File: src/rtl/regcmd_pkg.sv
package regcmd_pkg;
    localparam logic [7:0] SYNC_BYTE  = 8'hAF;
    localparam logic [7:0] OP_WRITE   = 8'h20;
    localparam logic [7:0] OP_COPY    = 8'h6A;
    localparam logic [7:0] CTRL_ADDR  = 8'hFF;
    localparam logic [7:0] CTRL_HOLD  = 8'h00;
    localparam logic [7:0] CTRL_APPLY = 8'hFF;

    localparam int DEPTH_REG  = 8'h00;
    localparam int B16_HI_REG = 8'h20;
    localparam int B8_HI_REG  = 8'h26;

    typedef enum logic [2:0] {
        ST_HUNT,
        ST_OPCODE,
        ST_WADDR,
        ST_WDATA,
        ST_COPY
    } pstate_t;
endpackage

File: src/rtl/regcmd_parser.sv
module regcmd_parser
    import regcmd_pkg::*;
#(
    parameter int AW_BYTES = 3
) (
    input  logic                  clk,
    input  logic                  rst_n,
    input  logic                  in_valid,
    input  logic [7:0]            in_data,
    input  logic                  in_last,
    output logic                  wr_stb,
    output logic [7:0]            wr_addr,
    output logic [7:0]            wr_data,
    output logic                  cp_valid,
    output logic [AW_BYTES*8-1:0] cp_src,
    output logic [7:0]            cp_cnt,
    output logic [AW_BYTES*8-1:0] cp_dst,
    output logic                  err
);
    localparam int COPY_BYTES = 2 * AW_BYTES + 1;
    localparam int SHW        = COPY_BYTES * 8;
    localparam int AWB        = AW_BYTES * 8;
    localparam int CW         = $clog2(COPY_BYTES);

    pstate_t        state, nxt;
    logic [CW-1:0]  cnt;
    logic [SHW-1:0] sh;
    logic [7:0]     addr_q;
    logic           copy_done;

    assign copy_done = (cnt == CW'(COPY_BYTES - 1));

    always_comb begin
        nxt = state;
        if (in_valid) begin
            unique case (state)
                ST_HUNT:   nxt = (in_data == SYNC_BYTE && !in_last) ? ST_OPCODE : ST_HUNT;
                ST_OPCODE: begin
                    if (in_last)                 nxt = ST_HUNT;
                    else if (in_data == OP_WRITE) nxt = ST_WADDR;
                    else if (in_data == OP_COPY)  nxt = ST_COPY;
                    else                          nxt = ST_HUNT;
                end
                ST_WADDR:  nxt = in_last ? ST_HUNT : ST_WDATA;
                ST_WDATA:  nxt = ST_HUNT;
                ST_COPY:   nxt = (copy_done || in_last) ? ST_HUNT : ST_COPY;
                default:   nxt = ST_HUNT;
            endcase
        end
    end

    always_ff @(posedge clk) begin
        if (!rst_n) state <= ST_HUNT;
        else        state <= nxt;
    end

    always_ff @(posedge clk) begin
        if (!rst_n) begin
            wr_stb   <= 1'b0;
            wr_addr  <= '0;
            wr_data  <= '0;
            cp_valid <= 1'b0;
            err      <= 1'b0;
            cnt      <= '0;
            sh       <= '0;
            addr_q   <= '0;
        end else begin
            wr_stb   <= 1'b0;
            cp_valid <= 1'b0;
            err      <= 1'b0;
            if (in_valid) begin
                unique case (state)
                    ST_HUNT:   err <= (in_data != SYNC_BYTE);
                    ST_OPCODE: begin
                        cnt <= '0;
                        err <= in_last || ((in_data != OP_WRITE) && (in_data != OP_COPY));
                    end
                    ST_WADDR: begin
                        addr_q <= in_data;
                        err    <= in_last;
                    end
                    ST_WDATA: begin
                        wr_stb  <= 1'b1;
                        wr_addr <= addr_q;
                        wr_data <= in_data;
                    end
                    ST_COPY: begin
                        sh  <= {sh[SHW-9:0], in_data};
                        cnt <= cnt + 1'b1;
                        if (copy_done)    cp_valid <= 1'b1;
                        else if (in_last) err      <= 1'b1;
                    end
                    default: err <= 1'b1;
                endcase
            end
        end
    end

    assign cp_src = sh[SHW-1 -: AWB];
    assign cp_cnt = sh[AWB +: 8];
    assign cp_dst = sh[AWB-1:0];
endmodule

File: src/rtl/regcmd_bank.sv
module regcmd_bank
    import regcmd_pkg::*;
#(
    parameter int NREG = 48
) (
    input  logic              clk,
    input  logic              rst_n,
    input  logic              wr_stb,
    input  logic [7:0]        wr_addr,
    input  logic [7:0]        wr_data,
    output logic [NREG*8-1:0] live_o,
    output logic [NREG*8-1:0] shadow_o,
    output logic              locked_o
);
    logic ctrl_hit, commit;

    assign ctrl_hit = wr_stb && (wr_addr == CTRL_ADDR);
    assign commit   = ctrl_hit && (wr_data == CTRL_APPLY);

    always_ff @(posedge clk) begin
        if (!rst_n)                                     locked_o <= 1'b0;
        else if (ctrl_hit && wr_data == CTRL_HOLD)      locked_o <= 1'b1;
        else if (commit)                                locked_o <= 1'b0;
    end

    for (genvar i = 0; i < NREG; i++) begin : g_reg
        logic hit;
        assign hit = wr_stb && (wr_addr == 8'(i));

        always_ff @(posedge clk) begin
            if (!rst_n)   shadow_o[i*8 +: 8] <= '0;
            else if (hit) shadow_o[i*8 +: 8] <= wr_data;
        end

        always_ff @(posedge clk) begin
            if (!rst_n)                  live_o[i*8 +: 8] <= '0;
            else if (commit)             live_o[i*8 +: 8] <= shadow_o[i*8 +: 8];
            else if (hit && !locked_o)   live_o[i*8 +: 8] <= wr_data;
        end
    end
endmodule

File: src/rtl/regcmd_fields.sv
module regcmd_fields (
    input  logic [7:0]  r_depth,
    input  logic [7:0]  r16_hi,
    input  logic [7:0]  r16_mid,
    input  logic [7:0]  r16_lo,
    input  logic [7:0]  r8_hi,
    input  logic [7:0]  r8_mid,
    input  logic [7:0]  r8_lo,
    output logic [23:0] base16,
    output logic [23:0] base8,
    output logic [7:0]  depth,
    output logic        depth16
);
    assign base16  = {r16_hi, r16_mid, r16_lo};
    assign base8   = {r8_hi, r8_mid, r8_lo};
    assign depth   = r_depth;
    assign depth16 = (r_depth == 8'h00);
endmodule

File: src/rtl/regcmd_decoder.sv
module regcmd_decoder
    import regcmd_pkg::*;
#(
    parameter int NREG     = 48,
    parameter int AW_BYTES = 3
) (
    input  logic                  clk,
    input  logic                  rst_n,
    input  logic                  in_valid,
    output logic                  in_ready,
    input  logic [7:0]            in_data,
    input  logic                  in_last,
    output logic                  err_o,
    output logic                  cp_valid_o,
    output logic [AW_BYTES*8-1:0] cp_src_o,
    output logic [7:0]            cp_count_o,
    output logic [AW_BYTES*8-1:0] cp_dst_o,
    output logic [NREG*8-1:0]     reg_live_o,
    output logic [23:0]           base16_o,
    output logic [23:0]           base8_o,
    output logic [7:0]            depth_o,
    output logic                  depth16_o
);
    logic              wr_stb_w;
    logic [7:0]        wr_addr_w, wr_data_w;
    logic [NREG*8-1:0] shadow_w;
    logic              locked_w;

    assign in_ready = 1'b1;

    regcmd_parser #(.AW_BYTES(AW_BYTES)) u_parser (
        .clk(clk), .rst_n(rst_n), .in_valid(in_valid), .in_data(in_data),
        .in_last(in_last), .wr_stb(wr_stb_w), .wr_addr(wr_addr_w),
        .wr_data(wr_data_w), .cp_valid(cp_valid_o), .cp_src(cp_src_o),
        .cp_cnt(cp_count_o), .cp_dst(cp_dst_o), .err(err_o)
    );

    regcmd_bank #(.NREG(NREG)) u_bank (
        .clk(clk), .rst_n(rst_n), .wr_stb(wr_stb_w), .wr_addr(wr_addr_w),
        .wr_data(wr_data_w), .live_o(reg_live_o), .shadow_o(shadow_w),
        .locked_o(locked_w)
    );

    regcmd_fields u_fields (
        .r_depth(reg_live_o[DEPTH_REG*8 +: 8]),
        .r16_hi (reg_live_o[B16_HI_REG*8 +: 8]),
        .r16_mid(reg_live_o[(B16_HI_REG+1)*8 +: 8]),
        .r16_lo (reg_live_o[(B16_HI_REG+2)*8 +: 8]),
        .r8_hi  (reg_live_o[B8_HI_REG*8 +: 8]),
        .r8_mid (reg_live_o[(B8_HI_REG+1)*8 +: 8]),
        .r8_lo  (reg_live_o[(B8_HI_REG+2)*8 +: 8]),
        .base16(base16_o), .base8(base8_o), .depth(depth_o), .depth16(depth16_o)
    );
endmodule

File: config.mk
export PLATFORM = sky130hd
export DESIGN_NAME = regcmd_decoder
export DESIGN_NICKNAME = d
export VERILOG_FILES = /design/src/rtl/regcmd_pkg.sv /design/src/rtl/regcmd_parser.sv /design/src/rtl/regcmd_bank.sv /design/src/rtl/regcmd_fields.sv /design/src/rtl/regcmd_decoder.sv
export SDC_FILE = /design/constraint.sdc
export NUM_CORES = 2
export LEC_CHECK = 0
export BUFFER_PORTS_ARGS = -buffer_cell sky130_fd_sc_hd__buf_2
export CORE_AREA = 2 2 192 383
export DETAILED_ROUTE_END_ITERATION = 10
export DIE_AREA = 0 0 194 385
export PLACE_DENSITY = 0.84
export SYNTH_ARGS = -nofsm -noshare
export SYNTH_HDL_FRONTEND = slang
export SYNTH_SLANG_ARGS = --single-unit
File: constraint.sdc
create_clock -name clk -period 1.9 [get_ports clk]
set_input_delay 0.285 -clock clk [delete_from_list [all_inputs] [get_ports clk]]
set_output_delay 0.285 -clock clk [all_outputs]
set_load 0.1 [all_outputs]
# == After elaboration in Yosys (flattened, before gate mapping) ==
# Index checks and enable logic that the tools add are counted.
# word_totals
inputBits,12
reg_bits,858
output_inout_bits,500
elab_cells,443
# classes
addsub,1
n_reduce_logical,165
n_eq_ne,60
n_mux,111
# ops
op,n
2-to-1 mux 8 bit,96
"== test 8 x 6 -> 1 bit, second input constant",17
"== test 8 x 5 -> 1 bit, second input constant",16
logical AND 1 bit,101
nonzero test 2 bit,50
"== test 8 x 4 -> 1 bit, second input constant",8
"== test 8 x 3 -> 1 bit, second input constant",4
"== test 8 bit, second input constant",3
logical NOT 8 bit,3
"== test 8 x 2 -> 1 bit, second input constant",2
2-to-1 mux 3 bit,4
one-hot mux 3 bit (4 select lines),1
AND reduction 2 bit,5
"== test 8 x 1 -> 1 bit, second input constant",1
"== test 8 x 7 -> 1 bit, second input constant",1
"inequality test 8 x 6 -> 1 bit, second input constant",1
"inequality test 8 x 7 -> 1 bit, second input constant",1
"inequality test 8 bit, second input constant",1
2-to-1 mux 1 bit,7
"== test 3 x 2 -> 1 bit, second input constant",2
"== test 3 bit, second input constant",2
one-hot mux 3 bit (2 select lines),1
one-hot mux 1 bit (5 select lines),1
"adder 3 x 1 -> 3 bit, second input constant",1
6 further kinds,8

# == Depth between registers and ports, before layout ==
# depth
ltp_word,5
ltp_mapped,9
mapped_depth_nobuf,6

# == Cells and area by module ==
# Synthesis repeated with hierarchy kept, for this count alone.
# unflattened
hier_cells,3719
hier_area_um2,37204.4
# by_module_without_submodules
mod,area_per_inst_um2,n_inst,cells_each,seq_area_each_um2
regcmd_bank,33445.8,1,3240,15394.8
regcmd_parser,3308.2,1,418,1781.7
regcmd_fields,439.2,1,59,0.0
regcmd_decoder,11.3,1,2,0.0

# == Least setup slack after synthesis ==
# Ideal clock, no wire load.
# synth_timing
path_type,flip-flop to output port
from,register u_bank.live_o[3]
to,output depth16_o
arrival_ns,2.554
t_required_ns,1.615
slack_ns,-0.939
path_stages_with_launch,3
n_path_buf,0
path_cell_list,dfxtp_1 or4_1 nor2_1
# synth_via
elab_chain_cells,1
# synth_lines
element,line,source
"start, declared",regcmd_bank.sv:11,"output logic [NREG*8-1:0] live_o,"
"start signal, assigned by index",regcmd_bank.sv:37,else if (commit) live_o[i*8 +: 8] <= shadow_o[i*8 +: 8];
"start signal, assigned by index",regcmd_bank.sv:38,else if (hit && !locked_o) live_o[i*8 +: 8] <= wr_data;
logical NOT 8 bit,regcmd_fields.sv:17,assign depth16 = (r_depth == 8'h00);
"end, declared",regcmd_decoder.sv:22,output logic depth16_o
# Every way passes these cells.

# == Worst setup path in the final report ==
# layout_timing
from,register u_parser.wr_addr[4]
to,register u_bank.live_o[102]
# layout_via
elab_chain_cells,4
word_cells_on_any_way,8
classes_between,eq/ne (2); mux (1); reduce/logical (5)
# layout_lines
element,line,source
"start, declared",regcmd_parser.sv:12,"output logic [7:0] wr_addr,"
"start signal, assigned",regcmd_parser.sv:84,wr_addr <= addr_q;
== test 8 bit or == test 8 x 4 -> 1 bit (tied branches),"regcmd_bank.sv:17, regcmd_bank.sv:28",
"logical AND 1 bit, on equally long branches","regcmd_bank.sv:17, regcmd_bank.sv:28",
"logical AND 1 bit, on equally long branches","regcmd_bank.sv:18, regcmd_bank.sv:38",
2-to-1 mux 8 bit or nonzero test 2 bit (tied branches),n/a,
# Several ways; a longest one is shown, not always the timed one.
# A chain may end at the register's enable or synchronous reset.

==> metrics.md <==
| Metric | Value |
|---|---|
| Status | complete, but fails checks |
| Failing checks | negative setup slack |
| Worst Reg-to-Reg Cells | 9 |
| Residual DRC | 0 |
| Post-synth EDFFs | 0 |
| Post-Syn Nets | 3,743 |
| Max-slew headroom | 40.99% |
| Row Count | 139 |
| DIE AREA | 0.07469 mm² |
| Endpoints failing hold | 0 |
| Wire per inst | 26.36 µm |
| Minimum clock period after layout | 2401 ps |
| Initial antenna violation count | 0 |
| Asr flop ratio synth | 0% |
| Seq/Total Area, Yosys | 46.43% |
| Top cells by area, synth | dfxtp_1, mux2i_1, o31ai_1, nor2b_1, a21oi_1 |
| Post-synth top flop | dfxtp_1 |
| Root Buffer | clkbuf_16 |
| Crit. End Element | register |
| Initial DRC Count | 2,438 |
| Gate Count Post-Synth | 3,729 |
| FF+latch count, synth | 858 |
| Final max-slew violation count | 0 |
| Setup WS post-layout | -501.1 ps |
| Ports | 512 |
| Synth warnings | 0 |
| Inst Count DP | 4,998 |
| Clk_lat worst skew | 660 ps |
| Final instance area | 0.04977 mm² |
| Vias in the first global route | 29,770 |
| Max Fclk | 416.5 MHz |
| Hold Path Sink | u_parser.wr_addr[7] |
| Die H | 385 µm |
| CTS Buf Count | 74 |
| Hold_sp | u_parser.addr_q[7] |
| Placed Area | 0.04243 mm² |
| Critical path peak fanout | 11 |
| Antenna Cells | 0 |
| CTS clk-pin slew, worst paths | 70 ps |
| Clock sink count | 858 |
| Synth Cell Area | 0.03699 mm² |
| WL final | 138.3 mm |
| Share of the synthesized area in the top cell type | 46.43% |
| Total core area | 0.07165 mm² |
| CP Data Arrival Time | 2930 ps |
| DP Wirelength | 75.55 mm |
| Worst Path Required | 2430 ps |
| CTS tree | yes |
| Unique cell type count in the Yosys netlist | 56 |
| Avg Cell Area, Syn | 9.920 µm² |
| Fin cells | 5,248 |
| Post-DRT Antenna Nets | 0 |
| Share of cells above drive strength 1 | 35.90% |
| Buffers on Ports | 510 |
| Setup Skew | 23.91 ps |
| Vias | 32,800 |
| Worst setup path class | register to register |
| Leakage | 0.02240 µW |
| Cells on Worst Hold Path | 2 |
| Largest net degree at the start of global routing | 126 |
| Yosys top cell by area | dfxtp_1 |
| Max Cap Viol | 0 |
| Overflow after GRT | 0 |
| Area grow syn2layout | 34.54% |
| Hold/Removal Path Class | register to register |
| First-pass GRT wire length | 173.5 mm |
| Vias per cell | 6.250 |
| Period utilisation layout | 126.4% |
| Total global-route track usage | 29.53% |
| Final setup fails | 517 |
| Reg2Reg Setup Slack | -500 ps |
| Die X | 194 µm |
| Starting Density | 51.62% |
| Nets@finish | 4,294 |
| Crit path launch type | register |
| Pwr Total | 34,870 µW |
| Reg2Reg Launch Point | u_parser.wr_addr[4] |
| Router iterations before antenna repair | 6 |
| RSZ-0062 raised after global routing | true |
| Routability Congestion | 0.8806 |
| Worst reg2reg endpoint | u_bank.live_o[102] |
| Pwr dens | 700.6 mW/mm² |
| H-tree depth | 3 |
| Longest Clk Path Bufs | 3 |
| Least-Margin Pin Slew | 885.1 ps |
| Peak supply drop | 0.9867 mV |
==> registers in the layout, indices dropped and copies added, names as in the netlist <==
register           cells
u_bank.live_o        384
u_bank.locked_o        1
u_bank.shadow_o      384
u_parser.addr_q        8
u_parser.cnt           3
u_parser.cp_valid      1
u_parser.err           1
u_parser.sh           56
u_parser.state         3
u_parser.wr_addr       8
u_parser.wr_data       8
u_parser.wr_stb        1
==> kinds of logic (layout without fill, tap and decap cells) <==
group                    count (synthesis)  in the layout  share of synthesized area (%)
buffers and inverters                  470           1072                          5.571
XOR/XNOR                                 1              1                        0.02368
other                                    1              1                        0.01014
AND/OR/NAND/NOR                        764            765                          12.39
flip-flops                             858            858                          46.43
multiplexers                           726            726                          19.65
AO/OA/AOI/OAI                          907            907                          15.86
adder cells (fa/ha/maj)                  2              2                        0.06764
==> layout make-up <==
cell class | count | area (µm²)
Clock buffer | 104 | 2190
Inverter | 27 | 101.3
Fill cell | 4594 | 21890
Multi-Input combinational cell | 2402 | 20370
Tap cell | 916 | 1146
Timing Repair Buffer | 917 | 8422
Sequential cell | 858 | 17240
Clock inverter | 24 | 291.5
==> placed cells by master (no fill, tap or decap), types with 21 or more instances in the layout <==
cell type,netlist,layout
buf_6,2,65
nor3_1,28,23
nor2b_1,375,375
o31ai_2,0,91
o21ai_0,27,26
o31ai_4,0,39
buf_8,0,21
a21oi_1,387,153
nand4_1,34,34
mux2i_2,0,23
clkbuf_16,0,120
dfxtp_1,858,834
inv_1,27,27
nand3_1,39,27
a21boi_0,92,79
buf_2,54,502
buf_12,0,111
o221a_2,24,21
nand2_1,184,180
mux2i_1,726,692
buf_4,57,151
o31ai_1,359,229
a21oi_2,0,222
==> synthesized netlist by cell type, types with 3 or more instances <==
cell type and number:
nor4b_1 4, buf_4 57, nor2_1 13, buf_1 17
nand3_1 39, nor3_1 28, o21ai_0 27, clkbuf_1 313
nand2_1 184, nor2b_1 375, or3_1 5, buf_2 54
nor4bb_1 5, a21oi_1 387, nor3_4 12, inv_1 27
nor4_1 6, a21boi_1 8, and3_1 5, dfxtp_1 858
mux2i_1 726, a21boi_0 92, o31ai_1 359, nand4_1 34
or4_1 6, nor4_4 5, o221a_2 24, nand2b_1 8
nand4_2 10, and3b_1 3, nor3_2 3
==> metal layers <==
metal,vias to the layer above,part of all wire [%],track usage (%)
met3,580,8.4,7.497
met4,0,7.7,17.10
li1,14370,-,-
met1,16020,35,32.23
met5,-,0,0
met2,1828,49,51.75
==> worst max-delay path, cell delays in order (launching register included) <==
cell     delay (ps)
dfxtp_4         370
buf_6           120
buf_12          140
nor4_4          290
buf_4           180
buf_12          130
nand4_1         140
buf_6           220
mux2i_1         520
a21oi_1         160
==> how the worst max path moves through the flow <==
| stage | from | end | cells past startpoint |
|---|---|---|---|
| after CTS | u_bank.live_o[6] | depth16_o | 3 |
| final | u_parser.wr_addr[4] | u_bank.live_o[102] | 9 |
| after global routing | u_parser.wr_addr[4] | u_bank.live_o[102] | 9 |
| after floorplan | u_parser.wr_addr[6] | u_bank.live_o[112] | 5 |
| after global placement | u_parser.wr_addr[5] | u_bank.shadow_o[368] | 6 |
| after detailed placement | u_parser.wr_addr[5] | u_bank.shadow_o[371] | 6 |
==> power by group <==
group	internal, µW	switching [µW]
Combinational	426	547
Clock	8770	7170
Sequential	18000	0.268
==> per-stage QoR <==
stage / setup WS (ps) / TNS, ps / utilization, % / hold slack, ps
2_1_floorplan: -94.69 / -14480 / - / 429.9
3_3_place_gp: -107.3 / -10450 / 59.22 / 448.5
3_5_place_dp: -207.3 / -24340 / 59.22 / 458.4
5_1_grt: -509.4 / -86460 / 69.45 / 472.9
6_report: -501.1 / -69150 / 69.45 / 469.8
4_1_cts: -292.3 / -521.0 / 63.50 / 430.5
==> what timing repair did <==
action                                 CTS  global route
hold buffers                            11             0
gates resized for setup                 64           612
buffers inserted                        11            37
endpoints found under the hold margin   46             0
cloned                                   4            67
pin swaps                               15            66
setup endpoints to repair              555           556
No activity file was read; power rests on OpenSTA's default activity.
